[src/rtl/sd_rd_pkg.sv]
package sd_rd_pkg;

  localparam logic [7:0] FILL_BYTE  = 8'hFF;
  localparam logic [7:0] START_TOK  = 8'hFE;
  localparam logic [7:0] STOP_LEAD  = 8'h4C;
  localparam logic [15:0] CRC_POLY  = 16'h1021;

  typedef enum logic [2:0] {
    PH_IDLE,
    PH_GAP,
    PH_TOKEN,
    PH_DATA,
    PH_CRC
  } rd_phase_t;

  // One byte of MSB-first CRC-16 (poly 0x1021, no reflection).
  function automatic logic [15:0] crc16_next(input logic [15:0] cur, input logic [7:0] din);
    logic [15:0] c;
    logic fb;
    c = cur;
    for (int b = 7; b >= 0; b--) begin
      fb = c[15] ^ din[b];
      c  = {c[14:0], 1'b0} ^ (fb ? CRC_POLY : 16'h0000);
    end
    return c;
  endfunction

endpackage

[src/rtl/sd_rd_crc16.sv]
module sd_rd_crc16
  import sd_rd_pkg::*;
(
  input  logic        clk,
  input  logic        rst_n,
  input  logic        clr,
  input  logic        upd,
  input  logic [7:0]  din,
  input  logic        shift,
  output logic [15:0] crc
);
  always_ff @(posedge clk) begin
    if (!rst_n)     crc <= '0;
    else if (clr)   crc <= '0;
    else if (upd)   crc <= crc16_next(crc, din);
    else if (shift) crc <= {crc[7:0], 8'h00};
  end
endmodule

[src/rtl/sd_rd_counter.sv]
module sd_rd_counter #(
  parameter int MAX_CNT = 512,
  parameter int CNT_W   = $clog2(MAX_CNT + 1)
) (
  input  logic             clk,
  input  logic             rst_n,
  input  logic             clr,
  input  logic             inc,
  output logic [CNT_W-1:0] cnt,
  output logic             at_last,
  output logic             full
);
  localparam logic [CNT_W-1:0] LAST_V = CNT_W'(MAX_CNT - 1);
  localparam logic [CNT_W-1:0] FULL_V = CNT_W'(MAX_CNT);

  always_ff @(posedge clk) begin
    if (!rst_n)   cnt <= '0;
    else if (clr) cnt <= '0;
    else if (inc) cnt <= cnt + 1'b1;
  end

  assign at_last = (cnt == LAST_V);
  assign full    = (cnt == FULL_V);
endmodule

[src/rtl/sd_rd_streamer.sv]
module sd_rd_streamer
  import sd_rd_pkg::*;
#(
  parameter int BLOCK_BYTES = 512,
  parameter int CNT_W       = $clog2(BLOCK_BYTES + 1)
) (
  input  logic       clk,
  input  logic       rst_n,
  input  logic       start_read,
  input  logic       single_rd,
  input  logic       xfer_valid,
  input  logic [7:0] host_byte,
  output logic [7:0] card_byte,
  input  logic [7:0] src_byte,
  input  logic       src_last,
  output logic       src_pop,
  output logic       busy,
  output logic       stop_hit,
  output logic       blk_done
);

  rd_phase_t        phase, phase_nx;
  logic             single_q;
  logic             crc_half;
  logic [15:0]      crc_val;
  logic [CNT_W-1:0] blk_cnt;
  logic             cnt_at_last, cnt_full;
  logic [7:0]       reply;

  // Named internal events
  logic stop_now;     // abort request on this exchange
  logic step;         // normal advance on this exchange
  logic arm_now;      // start accepted
  logic data_end;     // current data byte closes the block
  logic crc_finish;   // second CRC byte goes out now

  assign busy       = (phase != PH_IDLE);
  assign stop_now   = xfer_valid && busy && (host_byte == STOP_LEAD);
  assign step       = xfer_valid && !stop_now;
  assign arm_now    = (phase == PH_IDLE) && start_read;
  assign data_end   = src_last || cnt_at_last;
  assign crc_finish = step && (phase == PH_CRC) && crc_half;
  assign src_pop    = step && (phase == PH_DATA);

  always_comb begin
    phase_nx = phase;
    unique case (phase)
      PH_IDLE:  if (start_read) phase_nx = PH_TOKEN;
      PH_GAP:   if (step) phase_nx = PH_TOKEN;
      PH_TOKEN: if (step) phase_nx = PH_DATA;
      PH_DATA:  if (step && data_end) phase_nx = PH_CRC;
      PH_CRC:   if (crc_finish) phase_nx = (cnt_full && !single_q) ? PH_GAP : PH_IDLE;
      default:  phase_nx = PH_IDLE;
    endcase
    if (stop_now) phase_nx = PH_IDLE;
  end

  always_comb begin
    unique case (phase)
      PH_TOKEN: reply = START_TOK;
      PH_DATA:  reply = src_byte;
      PH_CRC:   reply = crc_val[15:8];
      default:  reply = FILL_BYTE;
    endcase
    if (stop_now) reply = FILL_BYTE;
  end

  always_ff @(posedge clk) begin
    if (!rst_n) begin
      phase     <= PH_IDLE;
      single_q  <= 1'b0;
      crc_half  <= 1'b0;
      card_byte <= FILL_BYTE;
      stop_hit  <= 1'b0;
      blk_done  <= 1'b0;
    end else begin
      phase    <= phase_nx;
      stop_hit <= stop_now;
      blk_done <= crc_finish;
      if (arm_now) single_q <= single_rd;
      if (xfer_valid) card_byte <= reply;
      if (stop_now) crc_half <= 1'b0;
      else if (step && phase == PH_CRC) crc_half <= ~crc_half;
    end
  end

  sd_rd_crc16 u_crc (
    .clk   (clk),
    .rst_n (rst_n),
    .clr   (stop_now),
    .upd   (src_pop),
    .din   (src_byte),
    .shift (step && phase == PH_CRC),
    .crc   (crc_val)
  );

  sd_rd_counter #(.MAX_CNT(BLOCK_BYTES), .CNT_W(CNT_W)) u_cnt (
    .clk     (clk),
    .rst_n   (rst_n),
    .clr     (stop_now || crc_finish),
    .inc     (src_pop),
    .cnt     (blk_cnt),
    .at_last (cnt_at_last),
    .full    (cnt_full)
  );

endmodule

[config.mk]
export PLATFORM = sky130hd
export DESIGN_NAME = sd_rd_streamer
export DESIGN_NICKNAME = d
export VERILOG_FILES = /design/src/rtl/sd_rd_pkg.sv /design/src/rtl/sd_rd_crc16.sv /design/src/rtl/sd_rd_counter.sv /design/src/rtl/sd_rd_streamer.sv
export SDC_FILE = /design/constraint.sdc
export NUM_CORES = 1
export LEC_CHECK = 0
export BUFFER_PORTS_ARGS = -buffer_cell sky130_fd_sc_hd__buf_2
export CORE_MARGIN = 5
export CORE_UTILIZATION = 40
export DETAILED_ROUTE_END_ITERATION = 10
export HOLD_SLACK_MARGIN = 0.12
export SLEW_MARGIN = 25
export SYNTH_ARGS = -nofsm -noshare
export SYNTH_HDL_FRONTEND = slang
export SYNTH_SLANG_ARGS = --single-unit
export TNS_END_PERCENT = 20
[constraint.sdc]
create_clock -name clk -period 3.5 [get_ports clk]
set_input_delay 0.35 -clock clk [delete_from_list [all_inputs] [get_ports clk]]
set_output_delay 0.35 -clock clk [all_outputs]
set_load 0.02 [all_outputs]
# After elaboration in Yosys (flattened, before gate mapping)
# Cells that the tools add are included.
# totals
output_inout_bits	12
input_bits	22
ff_bits	41
word_cells	77
# classes
mux	19
reduce_logical	19
bitwise	18
eq_ne	12
addsub	1
# op_table
op	count
16-bit XOR	8
13-bit 2-to-1 mux	8
16-bit 2-to-1 mux	2
8-bit case mux with 3 select lines	1
3-bit 2-to-1 mux	5
3-bit case mux with 5 select lines	1
10-bit by 1-bit adder with 10-bit output (second input constant)	1
10-bit == test (second input constant)	1
10-bit by 9-bit == test with 1-bit output (second input constant)	1
1-bit logical AND	9
8-bit by 7-bit == test with 1-bit output (second input constant)	1
8-bit 2-to-1 mux	1
2-bit != test (second input constant)	4
1-bit XOR	8
3-bit by 2-bit == test with 1-bit output (second input constant)	2
5-bit AND reduction	1
2-bit OR reduction	2
3-bit by 1-bit == test with 1-bit output (second input constant)	1
3-bit == test (second input constant)	1
3-bit logical NOT	1
3-bit nonzero test	1
1-bit logical NOT	2
1-bit logical OR	2
2-bit by 1-bit != test with 1-bit output (second input constant)	1
3 further kinds	4

# Longest topological paths before layout
# depth
depth_word	25
mapped_depth	8
depth_no_buf	6

# By module
# A second synthesis with hierarchy kept.
# unflattened
cells_unflattened	251
hier_area_um2	2145.8
# by_module_without_submodules
module	instances	area_each_um2	cells_each	seq_area_each_um2
sd_rd_crc16	1	842.1	96	320.3
sd_rd_streamer	1	792.0	97	300.3
sd_rd_counter	1	511.7	58	200.2

# Worst setup path after synthesis
# No wires, ideal clock.
# synth_path
kind	input-to-reg
startpoint	in host_byte[5]
endpoint	reg u_crc.crc[12]
arrival_ns	2.037
path_buffers	1
setup_slack_ns	1.339
setup_time_ns	0.123
required_ns	3.377
cell_stages	6
path_cell_list	or4b_4 > o41ai_2 > buf_6 > nor2_2 > a211oi_1 > nor3b_1
# synth_via
elab_chain_len	6
word_cells_on_any_way	9
classes_between	eq/ne: 1; mux: 1; reduce/logical: 7
# synth_rtl
item	line	rtl
start, declared	sd_rd_streamer.sv:12	input logic [7:0] host_byte,
8-bit by 7-bit == test with 1-bit output *	sd_rd_streamer.sv:38	assign stop_now = xfer_valid && busy && (host_byte == STOP_LEAD);
1-bit logical AND *	sd_rd_streamer.sv:38	
1-bit logical NOT *	sd_rd_streamer.sv:39	assign step = xfer_valid && !stop_now;
1-bit logical AND *	sd_rd_streamer.sv:39	
1-bit logical AND *	sd_rd_streamer.sv:43	assign src_pop = step && (phase == PH_DATA);
net src_pop	sd_rd_streamer.sv:16	output logic src_pop,
16-bit 2-to-1 mux / 2-bit nonzero test (equally long branches)	--	
end signal, assigned	sd_rd_crc16.sv:15	else if (upd) crc <= crc16_next(crc, din);
end signal, assigned	sd_rd_crc16.sv:16	else if (shift) crc <= {crc[7:0], 8'h00};
end, declared	sd_rd_crc16.sv:10	output logic [15:0] crc
# The timed path passes the listed nets; every way through them passes the cells marked *.
# A chain may end at the register's enable or synchronous reset.

# Final worst setup path
# layout_path
startpoint	reg phase[0]
endpoint	out src_pop
# layout_via
elab_chain_len	6
word_cells_on_any_way	7
classes_between	eq/ne: 1; reduce/logical: 6
# layout_rtl
item	line	rtl
start, declared	sd_rd_streamer.sv:22	rd_phase_t phase, phase_nx;
start signal, assigned	sd_rd_streamer.sv:77	phase <= phase_nx;
3-bit nonzero test	sd_rd_streamer.sv:37	assign busy = (phase != PH_IDLE);
1-bit logical AND (2 in series)	sd_rd_streamer.sv:38	
1-bit logical NOT	sd_rd_streamer.sv:39	
1-bit logical AND	sd_rd_streamer.sv:39	
1-bit logical AND *	sd_rd_streamer.sv:43	
end, declared	sd_rd_streamer.sv:16	
# Every way passes the cells marked *; elsewhere a longest branch is shown, timed or not.

==> results.py <==
metrics = {
    "floorplanning": {
        "dieHeight_um": 81.7,
        "die_area_um2": 6670,
        "io_pins": 34,
        "row_count": 26,
        "die_w_um": 81.7,
        "coreArea_um2": 5040,
        "start_util": 0.408,
    },
    "drt": {
        "ant_nets": 0,
        "first_pass_iters": 4,
        "wl_per_cell_um": 14.0,
        "via_per_inst": 5.23,
        "route.vias.total": 1746,
        "drt-initial-drc-count": 141,
        "drcViolationCount": 0,
        "wirelength_um": 4690,
    },
    "power_and_ir_drop": {
        "power_leakage_uw": 0.000845,
        "finalPower_uw": 1220,
        "vdd_drop_max_v": 0.000160,
        "p_comb_frac": 0.284,
        "power.internal_uw": 813,
        "power_per_cell_area_nw_per_um2": 518,
        "seq_power_share": 0.449,
        "power.switching_uw": 412,
        "pwr-share-clk": 0.267,
        "sw_frac_of_total": 0.336,
    },
    "placed_design": {
        "dp_hpwl_um": 3360,
        "place_congestion": 0.871,
        "dpl_cell_area_um2": 2270,
        "portBuffers": 33,
    },
    "timing": {
        "slew_violations": 0,
        "maxSlewHeadroom": 0.498,
        "setup_tns_ns": 0,
        "setup_viol": 0,
        "worstMarginPinSlew_ns": 0.746,
        "fin_crit_sh": 0.735,
        "rsz0062_at_grt": "false",
        "fmax_mhz": 389,
        "hold_viol_final": 0,
        "fin_skew_ns": 0.00811,
        "period_needed_ns": 2.57,
    },
    "cts": {
        "clkSinkCount": 41,
        "clock_latency_ns": 0.29,
        "clockRootBuffer": "clkbuf_8",
        "cts_buffers": 5,
        "clock_path_buffers": 2,
        "cts_tree": "built",
        "clkSlewWorstSetupHoldPaths_ns": 0.07,
        "ctsHoldBuffers": 0,
        "cts_setup_buffers": 0,
        "htreeDepth": 2,
        "postCtsResizedCells": 0,
    },
    "finish": {
        "diodes": 0,
        "design_area_um2": 2360,
        "drive_gt1_frac": 0.216,
        "syn_to_final_growth_pct": 15.0,
        "nFillCells": 481,
        "final_common_cell": "dfxtp_1",
        "final_cell_mix": "dfxtp_1 (41), buf_2 (33), nor2_1 (31), xnor2_1 (26), nand2_1 (13)",
        "layout.nets": 287,
    },
    "synthesis": {
        "synthTopCellsByArea": "dfxtp_1 (40%), xnor2_1 (11%), nor2_1 (5.7%), xor2_1 (3.4%), a211oi_1 (3.3%)",
        "ys.warnings.count": 0,
        "syn_inst": 232,
        "synth_area_um2": 2060,
        "post-synth-top-area-fraction": 0.399,
        "yosysTopAreaCell": "dfxtp_1",
        "synth-main-ff-cell": "dfxtp_1",
        "async_flop_share": 0,
        "synth_area_per_cell_um2": 8.86,
        "ys_seq_elements": 41,
        "synth_cell_type_count": 48,
        "synthesis.nets": 256,
        "ys_seq_area_frac": 0.399,
        "synth-edff-count": 0,
    },
    "critical_path": {
        "crit_path_end_kind": "primary output",
        "required_ns": 3.15,
        "path_cells": "nor3_1 -> buf_4 -> o41ai_2 -> nor2_2 -> buf_2",
        "crit_arrival_ns": 2.22,
        "worst-setup-path-type": "reg -> out",
        "slowest_stage": "o41ai_2",
        "critPathMaxStageDelay_ns": 0.67,
        "critPathMaxFanout": 10,
        "startpoint_type": "flop",
    },
    "min_path": {
        "hold_path_class": "in -> reg",
    },
    "run": {
        "cap_viol_max_count": 0,
    },
    "global_route": {
        "grt_pass1_vias": 1633,
        "grt_max_degree": 22,
        "antenna_found_initial": 0,
        "grt_pass1_wl_um": 7850,
        "gr-total-overflow": 0,
        "grtUsageTotal": 0.151,
    },
    "run_status": {
        "status": "finished clean",
    },
}
metal layers:
metal	share of wire	GRT usage	vias to the layer above	wire length [um]
li1	-	-	893	-
met1	0.47	0.209	799	2220
met2	0.44	0.236	49	2080
met3	0.068	0.0263	5	321
met4	0.015	0.0548	0	69
met5	0	0	-	0
through the flow:
step / hold slack [ns] / instances / setup WS (ns) / util
floorplan: 0.434 / 232 / 1.34 / -
global placement: 0.454 / 326 / 0.988 / 0.450
detailed placement: 0.461 / 326 / 0.919 / 0.450
CTS: 0.304 / 334 / 0.948 / 0.469
global route: 0.319 / 334 / 0.785 / 0.469
finish: 0.308 / 334 / 0.929 / 0.469
final timing paths:
| path | from | to | slack (ns) | depth (start not counted) |
|---|---|---|---|---|
| setup / recovery | phase[0] | src_pop | 0.93 | 5 |
| hold / removal | single_rd | single_q | 0.31 | 3 |
| setup reg to reg | phase[0] | u_cnt.cnt[5] | 1.19 | 7 |
| hold reg to reg | u_crc.crc[1] | u_crc.crc[1] | 0.47 | 2 |
layout make-up:
cell class              instances  area (um^2)  area share
multi-input cells             172         1140       0.481
clock buffers                   6         82.6      0.0349
clock inverters                 2         13.8     0.00582
well taps                      70         87.6      0.0370
inverters                       5         18.8     0.00794
flip-flops and latches         41          821       0.347
repair buffers                 38          203      0.0857
flip-flops by register name, summed over array words and instances (netlist names):
register	count
blk_done	1
card_byte	8
crc_half	1
phase	3
single_q	1
stop_hit	1
u_cnt.cnt	10
u_crc.crc	16
kinds of logic (layout without fill, tap and decap cells):
kind of cell             Yosys count  after routing  share of synthesized area
multiplexers                       1              1                    0.00487
XOR/XNOR                          34             34                      0.145
buffers and inverters             19             51                     0.0505
AND/OR/NAND/NOR                   85             85                      0.212
AO/OA/AOI/OAI                     50             50                      0.177
adder cells (fa/ha/maj)            2              2                     0.0122
flip-flops                        41             41                      0.399
cells in the mapped netlist (2+ instances only):
cell       n
nor4_1     5
o21ai_0    9
nor2_2     2
nand2_1   13
a22oi_1    4
nor3b_1    2
a221oi_1   7
xor2_1     8
nand4_1    4
xnor2_1   26
buf_2      5
nand3_1    9
a211oi_1   9
buf_6      3
nor3_1     6
or3b_2     2
dfxtp_1   41
nor2_1    31
clkbuf_1   5
a21o_1     2
inv_1      5
ha_1       2
a21oi_1    7
power groups by stage:
stage	clock [uW]	sequential (uW)	combinational, uW
detailed placement	0	561	348
floorplan	0	546	272
global route	355	558	386
finish	327	550	348
global placement	0	561	348
CTS	338	550	351
worst max-delay path, delay by kind of cell (launching register included):
kind,cells,cell delay [ns]
simple gates,2,0.32
flops,1,0.53
compound gates,1,0.67
buf+inv,2,0.40
(Power assumes the default switching activity.)
